[config.mk]
export PLATFORM = sky130hd
export DESIGN_NAME = topwin_claim
export DESIGN_NICKNAME = d
export VERILOG_FILES = /design/src/rtl/topwin_claim.sv
export SDC_FILE = /design/constraint.sdc
export NUM_CORES = 1
export LEC_CHECK = 0
export CAP_MARGIN = 20
export CORE_ASPECT_RATIO = 0.9
export CORE_MARGIN = 2
export CORE_UTILIZATION = 38
export CTS_CLUSTER_DIAMETER = 50
export DETAILED_ROUTE_END_ITERATION = 8
export PLACE_DENSITY = 0.82
export REMOVE_ABC_BUFFERS = 1
export SLEW_MARGIN = 20
export SYNTH_ARGS = -nofsm -noshare
export SYNTH_HDL_FRONTEND = slang
export SYNTH_SLANG_ARGS = --single-unit
[constraint.sdc]
create_clock -name clk -period 1.9 [get_ports clk]
set_input_delay 0.38 -clock clk [delete_from_list [all_inputs] [get_ports clk]]
set_output_delay 0.38 -clock clk [all_outputs]
set_load 0.02 [all_outputs]
[src/rtl/topwin_claim.sv]
module topwin_claim #(
  parameter int AW    = 32,
  parameter int OFF_W = 13
) (
  input  logic             clk,
  input  logic             rst_n,
  input  logic             txn_vld,
  input  logic             dac,
  input  logic [AW-1:0]    ad,
  input  logic             other_clm,
  input  logic             cfl_clr,
  output logic             claim,
  output logic [OFF_W-1:0] reg_off,
  output logic             conflict
);
  localparam logic [1:0] S_IDLE = 2'd0;
  localparam logic [1:0] S_HI   = 2'd1;
  localparam logic [1:0] S_ACT  = 2'd2;

  logic [1:0]       st;
  logic             lo_hit;
  logic [OFF_W-1:0] off_q;

  wire win = &ad[AW-1:OFF_W];

  always_ff @(posedge clk) begin
    if (!rst_n) begin
      st     <= S_IDLE;
      claim  <= 1'b0;
      lo_hit <= 1'b0;
      off_q  <= '0;
    end else begin
      case (st)
        S_IDLE: if (txn_vld) begin
          off_q <= ad[OFF_W-1:0];
          if (dac) begin
            lo_hit <= win;
            st     <= S_HI;
          end else begin
            claim <= win;
            st    <= S_ACT;
          end
        end
        S_HI: if (!txn_vld) begin
          st <= S_IDLE;
        end else begin
          claim <= lo_hit && (ad == '0);
          st    <= S_ACT;
        end
        S_ACT: if (!txn_vld) begin
          claim <= 1'b0;
          st    <= S_IDLE;
        end
        default: st <= S_IDLE;
      endcase
    end
  end

  always_ff @(posedge clk) begin
    if (!rst_n)                  conflict <= 1'b0;
    else if (claim && other_clm) conflict <= 1'b1;
    else if (cfl_clr)            conflict <= 1'b0;
  end

  assign reg_off = claim ? off_q : '0;
endmodule

==> results_dict.tcl <==
set metrics [dict create \
    synth_flop_cell "dfxtp_1" \
    flow.area_growth_from_synthesis_pct 59.4 \
    hold_path.startpoint "off_q[1]" \
    floorplan.die.width_um 57.1 \
    run_status "finished clean" \
    clk_path_buf_depth 2 \
    synth-edff-count 0 \
    cts_num_sinks 18 \
    antenna_found_initial 0 \
    clock.fmax_mhz 556 \
    r2r-end "claim" \
    post-route-min-period_ps 1800 \
    io_buffers 52 \
    ir_drop_v 0.000556 \
    num_vias 1106 \
    min_period_over_period_pct 94.7 \
    r2r.worst_path.cells 6 \
    worstSetupEndpointType "primary output" \
    routed_wl_mm 2.93 \
    crit_arrival_ps 1420 \
    simple_gate_fraction_of_synth_area_pct 39.0 \
    final-hold-violation-count 0 \
    num_rows 17 \
    floorplan.die.height_um 51.8 \
    die-area_um2 2950 \
    power.share.switching_pct 31.3 \
    synth_compound_gate_area_share_pct 12.6 \
    worstReg2RegStart "st[0]" \
    finClkSkew_ps 3.06 \
    intPower_mw 0.649 \
    post_route_cells_drive_above_1_share_pct 6.11 \
    class_of_the_most_critical_setup_path "reg2out" \
    core_region_area_um2 2420 \
    worst-path-max-fanout 16 \
    clkTransAtPathRegs_ps 100 \
    antenna-diode-count 0 \
    hold_path_end "off_q[1]" \
    ys_async_sr_fraction_pct 0 \
    crit_path_top_delay_cell "clkdlybuf4s50_1" \
    cts_max_level 1 \
    place_congestion 0.839 \
    synth.yosys.seq_area_share_pct 37.4 \
    floorplan.initialDensity_pct 39.7 \
    post_synth_xor_area_fraction_pct 0 \
    synthDistinctLibCells 28 \
    cts_hold_buffers 0 \
    timing.hold.worst.class "reg2reg" \
    ys_seq_elements 18 \
    timing.critical_path.cells "buf_4 > clkdlybuf4s50_1" \
    power_per_cell_area_nw_per_um2 616 \
    final-instance-count-excl-fill 208 \
    mean_area_per_synthesized_cell_um2 7.65 \
    cts_buffers 3 \
    routedWlPerCell_um 14.1 \
    rsz_0062_raised_after_global_routing "no" \
    setup_violations 0 \
    netSwitchingPower_mw 0.296 \
    worst_skew_pair.late_latency_ps 290 \
    critical_path.max_stage_delay_ps 630 \
    drv_cap 0 \
    mappedNetlistArea_um2 963 \
    timing_worst_slew_pin_value_ps 439 \
    slew_viol_final 0 \
    maxSlewHeadroom_pct 70.6 \
    cellLeakagePower_nw 0.635 \
    final_nets 223 \
    area_of_all_placed_cells_without_fillers_um2 1540 \
    dominant_combinational_cell_family_by_area_after_synthesis "simple AND/OR/NAND/NOR gates" \
    place_area_um2 1530 \
    detail_route.iter0.violations 22 \
    clockRootBuffer "clkbuf_4" \
    share_seq_of_total_power_pct 45.5 \
    overflow 0 \
    pin_count 53 \
    grt_first_pass_wirelength_mm 4.85 \
    first_global_vias 1121 \
    fillCellCount 226 \
    min_delay_path_depth 2 \
    route.detailed.drc 0 \
    power.share.clock_pct 20.2 \
    yosys.area_share.adder_pct 3.90 \
    synth.mux.area_fraction_pct 2.34 \
    reg2reg_setup_slack_ps 340 \
    synth_cells 126 \
    crit_path_start_kind "flop" \
    initial_drt_pass_iterations 4 \
    hpwl_after_detailed_placement_mm 2.39 \
    grt_start_max_net_pins 17 \
    cts_tree "yes" \
    comb_power_share_pct 34.3 \
    groute.usage.overall_pct 21.4 \
    via_per_inst 5.32 \
    ys_warn_count 0 \
    cp.required_ps 1520 \
    placed_cells 205 \
    drtAntennaViolNets 0 \
]
-- per-layer routing --
metal  GRT usage, %  vias up  wire (µm)
li1               -      550          -
met1           22.8      512       1170
met2           40.4       38       1540
met3           7.21        6        174
met4           5.43        0         44
met5              0        -          0
-- synthesized netlist by cell type, drive strengths merged (2+ instances only) --
| library cell | instances | area, µm² |
|---|---|---|
| nand2 | 33 | 124 |
| mux2 | 2 | 22.5 |
| dfxtp | 18 | 360 |
| nand4 | 8 | 50.1 |
| ha | 3 | 37.5 |
| buf | 2 | 16.3 |
| o21ai | 2 | 10.0 |
| inv | 3 | 11.3 |
| a21oi | 16 | 80.1 |
| nor4 | 7 | 50.1 |
| and2 | 15 | 93.8 |
| clkbuf | 4 | 15.0 |
-- placed cells by master (no fill, tap or decap), types with 2 or more instances in the layout --
cell | Yosys | final
dfxtp_1 | 18 | 18
buf_4 | 0 | 5
nand2_1 | 33 | 33
inv_1 | 3 | 3
nor4_1 | 6 | 6
dlygate4sd2_1 | 0 | 12
clkdlybuf4s50_1 | 0 | 39
o21ai_0 | 2 | 2
a21oi_1 | 16 | 16
and2_1 | 15 | 15
nand4_1 | 8 | 8
ha_1 | 3 | 3
clkbuf_4 | 0 | 3
-- area by class of cell --
class,count,area [µm²],share of cell area (%)
Inverter,4,15.0,0.978
Clock buffer,3,22.5,1.47
Multi-Input combinational cell,98,557,36.3
Sequential cell,18,360,23.5
Timing Repair Buffer,57,546,35.5
Tap cell,28,35.0,2.28
-- cell families (layout without fill, tap and decap cells) --
logic type      after synthesis  after routing
fa+ha+maj                     3              3
flops                        18             18
compound gates               21             21
mux                           2              2
simple gates                 72             72
buf+inv                      10             64
-- registers in the layout, indices dropped and copies added, names as in the netlist --
name,count
claim,1
st,2
lo_hit,1
conflict,1
off_q,13
-- per-stage QoR --
stage / total power, mW / worst slack (ps) / hold WS (ps) / utilization [%] / TNS (ps)
detailed placement: 0.768 / -26.5 / 448 / 62.9 / -26.5
CTS: 0.950 / 3.40 / 463 / 63.2 / 0
finish: 0.945 / 102 / 462 / 63.3 / 0
global route: 1.00 / 50.1 / 482 / 63.3 / 0
global placement: 0.757 / -12.5 / 439 / 62.9 / -12.5
floorplan: 0.589 / 495 / 427 / - / 0
-- critical path: cells and delay by family, from the launching register on --
family | cells | cell delay [ps]
flip-flops | 1 | 320
buffers and inverters | 2 | 810
-- worst max-delay path by stage --
stage	to	slack, ps	startpoint	depth (start not counted)
2_1_floorplan	claim	500	st[0]	6
3_3_place_gp	claim	-10	ad[26]	5
3_5_place_dp	claim	-30	ad[6]	5
4_1_cts	reg_off[5]	3	claim	3
5_1_grt	claim	50	claim	2
6_report	claim	100	claim	2
-- power groups by stage --
stage               clock network, mW  registers (mW)  logic [mW]
floorplan                           0           0.447       0.141
global placement                    0           0.436       0.322
detailed placement                  0           0.439       0.329
CTS                             0.195           0.430       0.325
global route                    0.211           0.434       0.356
finish                          0.191           0.430       0.324
-- repair_timing --
action	CTS	global route
resized for setup	12	1
endpoints found under the setup margin	12	1
endpoints found under the hold margin	0	0
buffers inserted	0	0
(Power assumes the default switching activity.)
